==> config.mk <==
export PLATFORM = sky130hd
export DESIGN_NAME = dma_cfg_regs
export DESIGN_NICKNAME = d
export VERILOG_FILES = /design/src/rtl/dma_cfg_pkg.sv /design/src/rtl/dma_byte_ptr.sv /design/src/rtl/dma_chan_regs.sv /design/src/rtl/dma_page_regs.sv /design/src/rtl/dma_cfg_regs.sv
export SDC_FILE = /design/constraint.sdc
export NUM_CORES = 1
export LEC_CHECK = 0
export ABC_AREA = 1
export BUFFER_PORTS_ARGS = -buffer_cell sky130_fd_sc_hd__buf_4
export CAP_MARGIN = 30
export CORE_ASPECT_RATIO = 0.75
export CORE_MARGIN = 5
export CORE_UTILIZATION = 30
export CTS_CLUSTER_DIAMETER = 120
export CTS_CLUSTER_SIZE = 28
export DETAILED_ROUTE_END_ITERATION = 6
export HOLD_SLACK_MARGIN = 0.05
export SYNTH_ARGS = -nofsm -noshare
export SYNTH_HDL_FRONTEND = slang
export SYNTH_SLANG_ARGS = --single-unit
==> constraint.sdc <==
create_clock -name clk -period 2 [get_ports clk]
set_clock_uncertainty 0.2 [all_clocks]
set_input_delay 0.3 -clock clk [delete_from_list [all_inputs] [get_ports clk]]
set_output_delay 0.3 -clock clk [all_outputs]
set_load 0.1 [all_outputs]
==> src/rtl/dma_cfg_pkg.sv <==
// Package: shared port offsets, mode field positions and widths for the
// DMA channel programming registers.
package dma_cfg_pkg;
    localparam int unsigned BYTE_W       = 8;
    localparam int unsigned WORD_W       = 16;
    localparam int unsigned PAGE_W       = 8;
    localparam int unsigned FULL_ADDR_W  = WORD_W + 2 * PAGE_W;

    // Port offsets whose values software depends on
    localparam logic [3:0] OFS_CMD_STAT  = 4'h8;
    localparam logic [3:0] OFS_ONE_MASK  = 4'hA;
    localparam logic [3:0] OFS_MODE      = 4'hB;
    localparam logic [3:0] OFS_PTR_CLR   = 4'hC;
    localparam logic [3:0] OFS_MCLR_TMP  = 4'hD;
    localparam logic [3:0] OFS_MASK_CLR  = 4'hE;
    localparam logic [3:0] OFS_MASK_ALL  = 4'hF;

    // Mode byte fields
    localparam int unsigned MODE_AUTOINIT_BIT = 4;
    localparam int unsigned MASK_SET_BIT      = 2;

    // Which half of a 16-bit register the pointer selects
    typedef enum logic {
        HALF_LO = 1'b0,
        HALF_HI = 1'b1
    } half_e;
endpackage

==> src/rtl/dma_byte_ptr.sv <==
// Module: dma_byte_ptr
// Holds the single low/high byte pointer shared by all channels.
// Assumes: clear has priority over toggle; both are one-cycle strobes.
module dma_byte_ptr
    import dma_cfg_pkg::*;
(
    input  logic  clk,
    input  logic  rst_n,
    input  logic  clear,
    input  logic  toggle,
    output half_e half
);
    // Pointer state: reset/clear to low half, flip on each 16-bit port access
    always_ff @(posedge clk) begin
        if (!rst_n || clear) begin
            half <= HALF_LO;
        end else if (toggle) begin
            half <= (half == HALF_LO) ? HALF_HI : HALF_LO;
        end
    end
endmodule

==> src/rtl/dma_chan_regs.sv <==
// Module: dma_chan_regs
// One channel's base and working address/count registers.
// Assumes: byte writes and engine steps never occur in the same cycle for
// the same channel; a write takes priority if they do.
module dma_chan_regs
    import dma_cfg_pkg::*;
#(
    parameter int unsigned W = WORD_W
) (
    input  logic          clk,
    input  logic          rst_n,
    input  logic          wr_en,
    input  logic          wr_cnt,     // 1: count register, 0: address register
    input  half_e         wr_half,
    input  logic [7:0]    wdata,
    input  logic          step,
    input  logic          autoinit,
    output logic [W-1:0]  cur_addr,
    output logic [W-1:0]  cur_cnt,
    output logic          tc_hit
);
    localparam int unsigned HI_LSB = 8;

    logic [W-1:0] base_addr;
    logic [W-1:0] base_cnt;

    // Terminal count: a step taken while the working count is zero
    assign tc_hit = step && (cur_cnt == '0);

    // Base copies: loaded only by software byte writes
    always_ff @(posedge clk) begin
        if (!rst_n) begin
            base_addr <= '0;
            base_cnt  <= '0;
        end else if (wr_en) begin
            if (wr_cnt) begin
                if (wr_half == HALF_LO) base_cnt[7:0]        <= wdata;
                else                    base_cnt[HI_LSB+:8]  <= wdata;
            end else begin
                if (wr_half == HALF_LO) base_addr[7:0]       <= wdata;
                else                    base_addr[HI_LSB+:8] <= wdata;
            end
        end
    end

    // Working copies: software writes, engine steps, auto-initialise reload
    always_ff @(posedge clk) begin
        if (!rst_n) begin
            cur_addr <= '0;
            cur_cnt  <= '0;
        end else if (wr_en) begin
            if (wr_cnt) begin
                if (wr_half == HALF_LO) cur_cnt[7:0]        <= wdata;
                else                    cur_cnt[HI_LSB+:8]  <= wdata;
            end else begin
                if (wr_half == HALF_LO) cur_addr[7:0]       <= wdata;
                else                    cur_addr[HI_LSB+:8] <= wdata;
            end
        end else if (step) begin
            if (tc_hit && autoinit) begin
                cur_addr <= base_addr;
                cur_cnt  <= base_cnt;
            end else begin
                cur_addr <= cur_addr + 1'b1;
                cur_cnt  <= cur_cnt - 1'b1;
            end
        end
    end
endmodule

==> src/rtl/dma_page_regs.sv <==
// Module: dma_page_regs
// Page (address bits 23:16) and high-page (bits 31:24) bytes per channel.
// Assumes: one page write per cycle, selected by channel and half.
module dma_page_regs
    import dma_cfg_pkg::*;
#(
    parameter int unsigned NCH  = 4,
    parameter int unsigned CH_W = $clog2(NCH)
) (
    input  logic                    clk,
    input  logic                    rst_n,
    input  logic                    wr,
    input  logic                    hi,
    input  logic [CH_W-1:0]         chan,
    input  logic [PAGE_W-1:0]       wdata,
    output logic [NCH*PAGE_W-1:0]   page,
    output logic [NCH*PAGE_W-1:0]   hipage
);
    for (genvar g = 0; g < NCH; g++) begin : g_pg
        // Per-channel page bytes, written through the shared page strobe
        always_ff @(posedge clk) begin
            if (!rst_n) begin
                page[g*PAGE_W +: PAGE_W]   <= '0;
                hipage[g*PAGE_W +: PAGE_W] <= '0;
            end else if (wr && (chan == CH_W'(g))) begin
                if (hi) hipage[g*PAGE_W +: PAGE_W] <= wdata;
                else    page[g*PAGE_W +: PAGE_W]   <= wdata;
            end
        end
    end
endmodule

==> src/rtl/dma_cfg_regs.sv <==
// Module: dma_cfg_regs
// Processor-facing register file of a four-channel DMA controller: port
// decode, shared byte pointer, masks, modes, command, status and pages.
// Assumes: bus_wr and bus_rd are one-cycle strobes, never high together;
// NCH is at most 4 so that mask-all and status fit one byte.
module dma_cfg_regs
    import dma_cfg_pkg::*;
#(
    parameter int unsigned NCH  = 4,
    parameter int unsigned CH_W = $clog2(NCH)
) (
    input  logic                        clk,
    input  logic                        rst_n,
    input  logic [3:0]                  bus_addr,
    input  logic                        bus_wr,
    input  logic                        bus_rd,
    input  logic [7:0]                  bus_wdata,
    output logic [7:0]                  bus_rdata,
    input  logic                        page_wr,
    input  logic                        page_hi,
    input  logic [CH_W-1:0]             page_chan,
    input  logic [NCH-1:0]              eng_step,
    input  logic [NCH-1:0]              eng_req,
    output logic [7:0]                  cmd_out,
    output logic [NCH-1:0]              mask_out,
    output logic [NCH*8-1:0]            mode_out,
    output logic [NCH*FULL_ADDR_W-1:0]  addr_out,
    output logic [NCH*WORD_W-1:0]       count_out
);
    localparam int unsigned NPORT = 2 * NCH;

    // Decode of the current access
    logic            chan_port;
    logic [CH_W-1:0] port_ch;
    logic            port_is_cnt;
    logic [CH_W-1:0] data_ch;
    logic            wr_ptr_clr, wr_mclr, wr_cmd, wr_one_mask;
    logic            wr_mode, wr_mask_clr, wr_mask_all, rd_status;
    half_e           ptr_half;

    assign chan_port   = ({1'b0, bus_addr} < 5'(NPORT));
    assign port_ch     = bus_addr[CH_W:1];
    assign port_is_cnt = bus_addr[0];
    assign data_ch     = bus_wdata[CH_W-1:0];
    assign wr_ptr_clr  = bus_wr && (bus_addr == OFS_PTR_CLR);
    assign wr_mclr     = bus_wr && (bus_addr == OFS_MCLR_TMP);
    assign wr_cmd      = bus_wr && (bus_addr == OFS_CMD_STAT);
    assign wr_one_mask = bus_wr && (bus_addr == OFS_ONE_MASK);
    assign wr_mode     = bus_wr && (bus_addr == OFS_MODE);
    assign wr_mask_clr = bus_wr && (bus_addr == OFS_MASK_CLR);
    assign wr_mask_all = bus_wr && (bus_addr == OFS_MASK_ALL);
    assign rd_status   = bus_rd && (bus_addr == OFS_CMD_STAT);

    dma_byte_ptr u_ptr (
        .clk    (clk),
        .rst_n  (rst_n),
        .clear  (wr_ptr_clr || wr_mclr),
        .toggle ((bus_wr || bus_rd) && chan_port),
        .half   (ptr_half)
    );

    logic [WORD_W-1:0] cur_addr [NCH];
    logic [WORD_W-1:0] cur_cnt  [NCH];
    logic [NCH-1:0]    tc_vec;
    logic [7:0]        mode_q   [NCH];
    logic [NCH*PAGE_W-1:0] page_v, hipage_v;

    for (genvar g = 0; g < NCH; g++) begin : g_ch
        dma_chan_regs #(.W(WORD_W)) u_chan (
            .clk      (clk),
            .rst_n    (rst_n),
            .wr_en    (bus_wr && chan_port && (port_ch == CH_W'(g))),
            .wr_cnt   (port_is_cnt),
            .wr_half  (ptr_half),
            .wdata    (bus_wdata),
            .step     (eng_step[g]),
            .autoinit (mode_q[g][MODE_AUTOINIT_BIT]),
            .cur_addr (cur_addr[g]),
            .cur_cnt  (cur_cnt[g]),
            .tc_hit   (tc_vec[g])
        );

        // Mode byte of this channel, chosen by the low data bits
        always_ff @(posedge clk) begin
            if (!rst_n) begin
                mode_q[g] <= '0;
            end else if (wr_mode && (data_ch == CH_W'(g))) begin
                mode_q[g] <= bus_wdata;
            end
        end

        assign mode_out[g*8 +: 8]      = mode_q[g];
        assign count_out[g*WORD_W +: WORD_W] = cur_cnt[g];
        assign addr_out[g*FULL_ADDR_W +: FULL_ADDR_W] =
            {hipage_v[g*PAGE_W +: PAGE_W], page_v[g*PAGE_W +: PAGE_W], cur_addr[g]};
    end

    dma_page_regs #(.NCH(NCH), .CH_W(CH_W)) u_page (
        .clk    (clk),
        .rst_n  (rst_n),
        .wr     (page_wr),
        .hi     (page_hi),
        .chan   (page_chan),
        .wdata  (bus_wdata),
        .page   (page_v),
        .hipage (hipage_v)
    );

    // Mask bits: reset and master clear set all; single, clear-all, write-all
    always_ff @(posedge clk) begin
        if (!rst_n || wr_mclr) begin
            mask_out <= '1;
        end else if (wr_mask_clr) begin
            mask_out <= '0;
        end else if (wr_mask_all) begin
            mask_out <= bus_wdata[NCH-1:0];
        end else if (wr_one_mask) begin
            mask_out[data_ch] <= bus_wdata[MASK_SET_BIT];
        end
    end

    // Command byte: loaded at the command port, cleared by master clear
    always_ff @(posedge clk) begin
        if (!rst_n || wr_mclr) begin
            cmd_out <= '0;
        end else if (wr_cmd) begin
            cmd_out <= bus_wdata;
        end
    end

    // Terminal-count flags: set by engine, cleared by status read or master clear
    logic [NCH-1:0] tc_flags;
    always_ff @(posedge clk) begin
        if (!rst_n || wr_mclr) begin
            tc_flags <= '0;
        end else begin
            tc_flags <= (rd_status ? '0 : tc_flags) | tc_vec;
        end
    end

    logic [7:0] status_byte;
    always_comb begin
        status_byte = '0;
        status_byte[NCH-1:0] = tc_flags;
        status_byte[4 +: NCH] = eng_req;
    end

    // Read data: selected byte registered one cycle after the read strobe
    logic [WORD_W-1:0] rd_word;
    assign rd_word = port_is_cnt ? cur_cnt[port_ch] : cur_addr[port_ch];

    always_ff @(posedge clk) begin
        if (!rst_n) begin
            bus_rdata <= '0;
        end else if (bus_rd) begin
            if (chan_port) begin
                bus_rdata <= (ptr_half == HALF_LO) ? rd_word[7:0] : rd_word[15:8];
            end else if (bus_addr == OFS_CMD_STAT) begin
                bus_rdata <= status_byte;
            end else begin
                bus_rdata <= '0;
            end
        end
    end
endmodule

# Word-level counts from Yosys, hierarchy flattened
# Memory sizes are Yosys's and may differ from the RTL's.
# Cells that the tools add are included.
[totals] ff_bits=345 mem_bits_rw=32 in_bits=28 output_inout_bits=244 wordCells=250 memories=1
[memory_table] name="mode_q" depth=4 word_bits=8 read_ports=4 rd_ports_with_merged_regs=0 wr=4 line="dma_cfg_regs.sv:65" text="logic [7:0] mode_q [NCH];"
[classes] n_addsub=8 magnitude_cmp=4 eq_ne=32 muxes=63 bitwise=9 n_reduce_logical=88
[op_table] cell="$mux W16" count=31
[op_table] cell="$reduce_and A3 Y1" count=32
[op_table] cell="$mux W8" count=9
[op_table] cell="$add A16 B1 Y16 const B" count=4
[op_table] cell="$bmux W16 S2" count=2
[op_table] cell="$logic_not A16 Y1" count=4
[op_table] cell="$sub A16 B1 Y16 const B" count=4
[op_table] cell="$ne A2 B2 Y1 const B" count=16
[op_table] cell="$logic_and A1 B1 Y1" count=31
[op_table] cell="$eq A4 B4 Y1 const B" count=7
[op_table] cell="$mux W4" count=4
[op_table] cell="$reduce_and A2 Y1" count=8
[op_table] cell="$mux W1" count=15
[op_table] cell="$eq A2 B2 Y1 const B" count=6
[op_table] cell="$reduce_bool A2 Y1" count=4
[op_table] cell="$eq A2 B1 Y1 const B" count=3
[op_table] cell="$logic_not A2 Y1" count=3
[op_table] cell="$bwmux W4" count=1
[op_table] cell="$logic_or A1 B1 Y1" count=4
[op_table] cell="$lt A4 B4 Y1 const B" count=1
[op_table] cell="$or A1 B1 Y1" count=4
[op_table] cell="$or A4 B4 Y4" count=1
[op_table] cell="$ge A3 B3 Y1 const B" count=1
[op_table] cell="$lt A2 B3 Y1 const B" count=1
[op_table] cell="6 further kinds" count=8

# Longest topological paths before layout
[depth] word_depth=8 ltp_mapped=11 mapped_depth_nobuf=10

# By module
# Synthesis repeated with hierarchy kept, for this count alone.
[unflattened] hier_cells=3354 hier_area_um2=22046.1
[modules_own_cells] module="dma_chan_regs" instances=4 cells_each=584 area_each_um2=3882.5 seq_area_each_um2=1281.2
[modules_own_cells] module="dma_cfg_regs" instances=1 cells_each=577 area_each_um2=3647.2 seq_area_each_um2=1441.4
[modules_own_cells] module="dma_page_regs" instances=1 cells_each=432 area_each_um2=2816.5 seq_area_each_um2=1281.2
[modules_own_cells] module="dma_byte_ptr" instances=1 cells_each=9 area_each_um2=52.6 seq_area_each_um2=20.0

# Least setup slack after synthesis
# No wires, ideal clock.
[synth_timing] kind="register to register" from="reg g_ch[3].u_chan.cur_cnt[0]" to="reg g_ch[3].u_chan.cur_addr[4]" setup_ns=0.072 t_arrival_ns=2.241 required_ns=1.728 path_slack_ns=-0.513 path_stages_with_launch=11 path_buffers=1 synth_period_minus_slack_ns=2.513 cell_sequence="dfxtp_1 inv_1 ha_1 nand2_1 nor2_4 nand4_2 buf_2 nand2_1 nand2_1 nand2_1 a21oi_1"
[synth_between] elab_chain_cells=6
[synth_rtl] element="start, declared" line="dma_chan_regs.sv:19" text="output logic [W-1:0] cur_cnt,"
[synth_rtl] element="start signal, assigned" line="dma_chan_regs.sv:53" text="if (wr_half == HALF_LO) cur_cnt[7:0] <= wdata;"
[synth_rtl] element="start signal, assigned by index" line="dma_chan_regs.sv:54" text="else cur_cnt[HI_LSB+:8] <= wdata;"
[synth_rtl] element="start signal, assigned" line="dma_chan_regs.sv:62" text="cur_cnt <= base_cnt;"
[synth_rtl] element="$logic_not A16 Y1" line="dma_chan_regs.sv:28" text="assign tc_hit = step && (cur_cnt == '0);"
[synth_rtl] element="$logic_and A1 B1 Y1" line="dma_chan_regs.sv:28"
[synth_rtl] element="$logic_and A1 B1 Y1" line="dma_chan_regs.sv:60" text="if (tc_hit && autoinit) begin"
[synth_rtl] element="$mux W16" line="dma_chan_regs.sv:60"
[synth_rtl] element="$mux W16" line="dma_chan_regs.sv:59" text="end else if (step) begin"
[synth_rtl] element="$mux W16" line="dma_chan_regs.sv:51" text="end else if (wr_en) begin"
[synth_rtl] element="end signal, assigned" line="dma_chan_regs.sv:56" text="if (wr_half == HALF_LO) cur_addr[7:0] <= wdata;"
[synth_rtl] element="end signal, assigned" line="dma_chan_regs.sv:61" text="cur_addr <= base_addr;"
[synth_rtl] element="end signal, assigned" line="dma_chan_regs.sv:64" text="cur_addr <= cur_addr + 1'b1;"
[synth_rtl] element="end, declared" line="dma_chan_regs.sv:18" text="output logic [W-1:0] cur_addr,"
# No other way between the ends. The select of a mux whose other input is x is not followed.
# A chain may end at the register's enable or synchronous reset.

# Worst setup path in the final report
[layout_timing] from="reg g_ch[2].u_chan.cur_addr[13]" to="out addr_out[77]"
[layout_lines] element="start, declared" line="dma_chan_regs.sv:18"
[layout_lines] element="start signal, assigned by index" line="dma_chan_regs.sv:57" text="else cur_addr[HI_LSB+:8] <= wdata;"
[layout_lines] element="start signal, assigned" line="dma_chan_regs.sv:61"
[layout_lines] element="start signal, assigned" line="dma_chan_regs.sv:64"
[layout_lines] element="end, declared" line="dma_cfg_regs.sv:27" text="output logic [NCH*FULL_ADDR_W-1:0] addr_out,"
# No word-level cell between the ends.

==> results.sh <==
export IMPL_first_pass_iters=6
export IMPL_track_usage_pct=22.7
export IMPL_clockBufferDepth=3
export IMPL_cp_start_kind="flop"
export IMPL_max_cap_violations=0
export IMPL_cts_tree="built"
export IMPL_r2r_start="g_ch[1].u_chan.cur_cnt[1]"
export IMPL_slew_headroom_pct=54.3
export IMPL_post_route_period_util_pct=98.3
export IMPL_gp_congestion=1.02
export IMPL_fp_row_count=82
export IMPL_status="finished, final reports clean"
export IMPL_vdd_drop_max_uv=472
export IMPL_remaining_drc_errors=0
export IMPL_fmax_mhz=508
export IMPL_numCtsBuffers=17
export IMPL_min_period_ns=1.97
export IMPL_crit_path_top_delay_cell="dfxtp_1"
export IMPL_syn_inst=3016
export IMPL_syn_avg_cell_area_sq_um=6.63
export IMPL_clk_latency_ns=0.57
export IMPL_p_leak_nw=10.9
export IMPL_p_per_area_nw_per_um2=752
export IMPL_rr_endpoint="g_ch[1].u_chan.cur_cnt[13]"
export IMPL_r2r_worst_path_cells=10
export IMPL_final_cell_area_sq_um=25800
export IMPL_nFillCells=7100
export IMPL_dp_cells=4235
export IMPL_antenna_found_initial=3
export IMPL_num_vias=21900
export IMPL_slowest_delay_ns=0.54
export IMPL_ios=272
export IMPL_drv_slew=0
export IMPL_synth_edff_count=32
export IMPL_critPathBufInv=1
export IMPL_cp_max_fo=7
export IMPL_required_ns=1.50
export IMPL_end_kind="primary output"
export IMPL_hpwlAfterDp_um=63000
export IMPL_reg2reg_slack_ns=0.06
export IMPL_drive_gt1_share_pct=22.3
export IMPL_worstSetupStartpoint="g_ch[2].u_chan.cur_addr[13]"
export IMPL_fin_nets=3442
export IMPL_start_util_pct=30.1
export IMPL_seq_area_frac_synth_pct=39.4
export IMPL_core_area_sq_um=66400
export IMPL_clockRootBuffer="clkbuf_16"
export IMPL_hp_class="in2reg"
export IMPL_area_growth_pct=28.9
export IMPL_crit_end="addr_out[77]"
export IMPL_whs_ns=0.0887
export IMPL_h_tree_depth=1
export IMPL_async_reset_ff_share_pct=0
export IMPL_tightest_slew_ns=0.684
export IMPL_worst_path_stages=1
export IMPL_place_area_sq_um=24600
export IMPL_via_per_inst=5.10
export IMPL_die_w_um=308
export IMPL_multiInputGateArea_sq_um=10300
export IMPL_fin_cells=4301
export IMPL_grt_max_degree=47
export IMPL_ys_types=39
export IMPL_yosys_warnings=0
export IMPL_drtIter0Drc=2579
export IMPL_cp_top_family="flip-flops"
export IMPL_finalHoldViolations=0
export IMPL_ys_ff_latch=377
export IMPL_setup_viol=0
export IMPL_ant_nets=0
export IMPL_grt_pass1_wl_um=127000
export IMPL_grt_ovfl_total=0
export IMPL_avgRoutedWirePerCell_um=20.2
export IMPL_die_h_um=234
export IMPL_cts_sinks=377
export IMPL_grt_pass1_vias=19600
export IMPL_wirelength_um=86700
export IMPL_synth_top_flop_cell="dfxtp_1"
export IMPL_path_cells="buf_4"
export IMPL_cp_data_arrival_time_ns=1.47
export IMPL_path_class="reg2out"
export IMPL_port_buffers=271
export IMPL_syn_cell_area_sq_um=20000
export IMPL_clk_pin_slew_ns=0.12
export IMPL_dieArea_sq_um=71900
export IMPL_p_total_mw=19.4
export IMPL_seq_area_sq_um=8050
-- how the worst min path moves through the flow --
stage                                      from                     endpoint  slack [ns]  depth (start not counted)
floorplan           g_ch[2].u_chan.base_addr[0]  g_ch[2].u_chan.base_addr[0]        0.23                          2
global placement              u_page.hipage[13]            u_page.hipage[13]        0.23                          2
detailed placement            u_page.hipage[15]            u_page.hipage[15]        0.23                          2
CTS                                 bus_addr[3]   g_ch[3].u_chan.base_cnt[6]        0.06                          6
global route                        bus_addr[0]   g_ch[3].u_chan.base_cnt[6]         0.1                          5
finish                              bus_addr[3]   g_ch[3].u_chan.base_cnt[6]        0.09                          6
-- synthesized netlist by cell type (4+ instances only) --
library cell / instances / share of area (%)
a211oi_1: 15 / 0.56
a21oi_1: 352 / 8.8
nor2_1: 317 / 6.0
clkbuf_1: 100 / 1.9
nand2_2: 17 / 0.53
nand4_1: 23 / 0.72
nor2_2: 7 / 0.22
inv_1: 268 / 5.0
ha_1: 8 / 0.50
inv_2: 24 / 0.45
nand3_1: 333 / 8.3
o21ai_0: 403 / 10
nand2_1: 592 / 11
nand3b_1: 8 / 0.30
buf_2: 44 / 1.1
xnor2_1: 13 / 0.57
buf_1: 17 / 0.32
dfxtp_1: 345 / 35
or2_2: 5 / 0.16
o21ai_1: 7 / 0.18
nor2_4: 4 / 0.23
xor2_1: 40 / 1.8
buf_4: 18 / 0.68
edfxtp_1: 32 / 4.8
-- through the flow --
step | util [%] | TNS [ns] | setup slack, ns
5_1_grt | 38.8 | -0.123 | -0.0718
2_1_floorplan | - | 0 | 0.00349
6_report | 38.8 | 0 | 0.0334
3_5_place_dp | 37.1 | -3.38 | -0.115
4_1_cts | 38.2 | -0.0208 | -0.0208
3_3_place_gp | 37.1 | -1.77 | -0.0787
-- sequential cells by signal, indices dropped and copies added, names as in the netlist, 8 cells and up --
signal                 flops
g_ch.u_chan.cur_addr      64
u_page.hipage             32
mode_q                    32
g_ch.u_chan.base_addr     64
g_ch.u_chan.base_cnt      64
u_page.page               32
bus_rdata                  8
cmd_out                    8
g_ch.u_chan.cur_cnt       64
-- cells in the final DEF, fill, tap and decap left out, drive strengths merged, types with 40 or more instances in the layout --
master / Yosys / final
o21ai: 411 / 411
inv: 294 / 295
a21oi: 352 / 352
nor2: 329 / 329
dfxtp: 345 / 345
xor2: 40 / 40
buf: 82 / 526
nand2: 611 / 611
nand3: 334 / 334
-- worst min-delay path: stages --
cell,delay [ns]
buf_4,0.10
nor2_4,0.07
nand2_2,0.10
inv_4,0.08
nand2_2,0.10
a21oi_1,0.07
-- metal layers --
layer	GRT usage (%)	share of wire [%]	wire, um
met1	33.2	45	38900
met2	33.2	41	36000
met3	6.16	11	9590
met4	5.34	2.6	2280
met5	0	0	0
-- cells by family after synthesis --
| logic type | Yosys count | synth area share [%] |
|---|---|---|
| simple gates | 1319 | 28.3 |
| compound gates | 781 | 19.8 |
| buf+inv | 477 | 9.72 |
| flops | 377 | 39.4 |
| xor+xnor | 53 | 2.32 |
| fa+ha+maj | 8 | 0.501 |
| other cells | 1 | 0.0188 |
-- final cells by class --
class / count / area share (%)
Multi-Input combinational cell: 2165 / 40.1
Sequential cell: 377 / 31.2
Timing Repair Buffer: 551 / 18.1
Inverter: 294 / 4.32
Tap cell: 882 / 4.28
Clock buffer: 26 / 1.82
Clock inverter: 2 / 0.0971
Antenna cell: 4 / 0.0389
-- report_power, final --
| part | switching [mW] | internal [mW] | total [mW] |
|---|---|---|---|
| combinational | 4.89 | 1.74 | 6.63 |
| clock | 2.66 | 1.68 | 4.35 |
| sequential | 0.399 | 8.01 | 8.41 |
| total | 7.96 | 11.4 | 19.4 |
-- timing repair --
action / 4_1_cts / 5_1_grt
pin swaps: 0 / 7
setup buffers: 3 / 6
resized for setup: 8 / 40
hold buffers: 19 / 0
cloned: 0 / 6
setup endpoints to repair: 16 / 142
hold endpoints to repair: 72 / 0
Note: power is estimated with default switching activity, not from simulation.
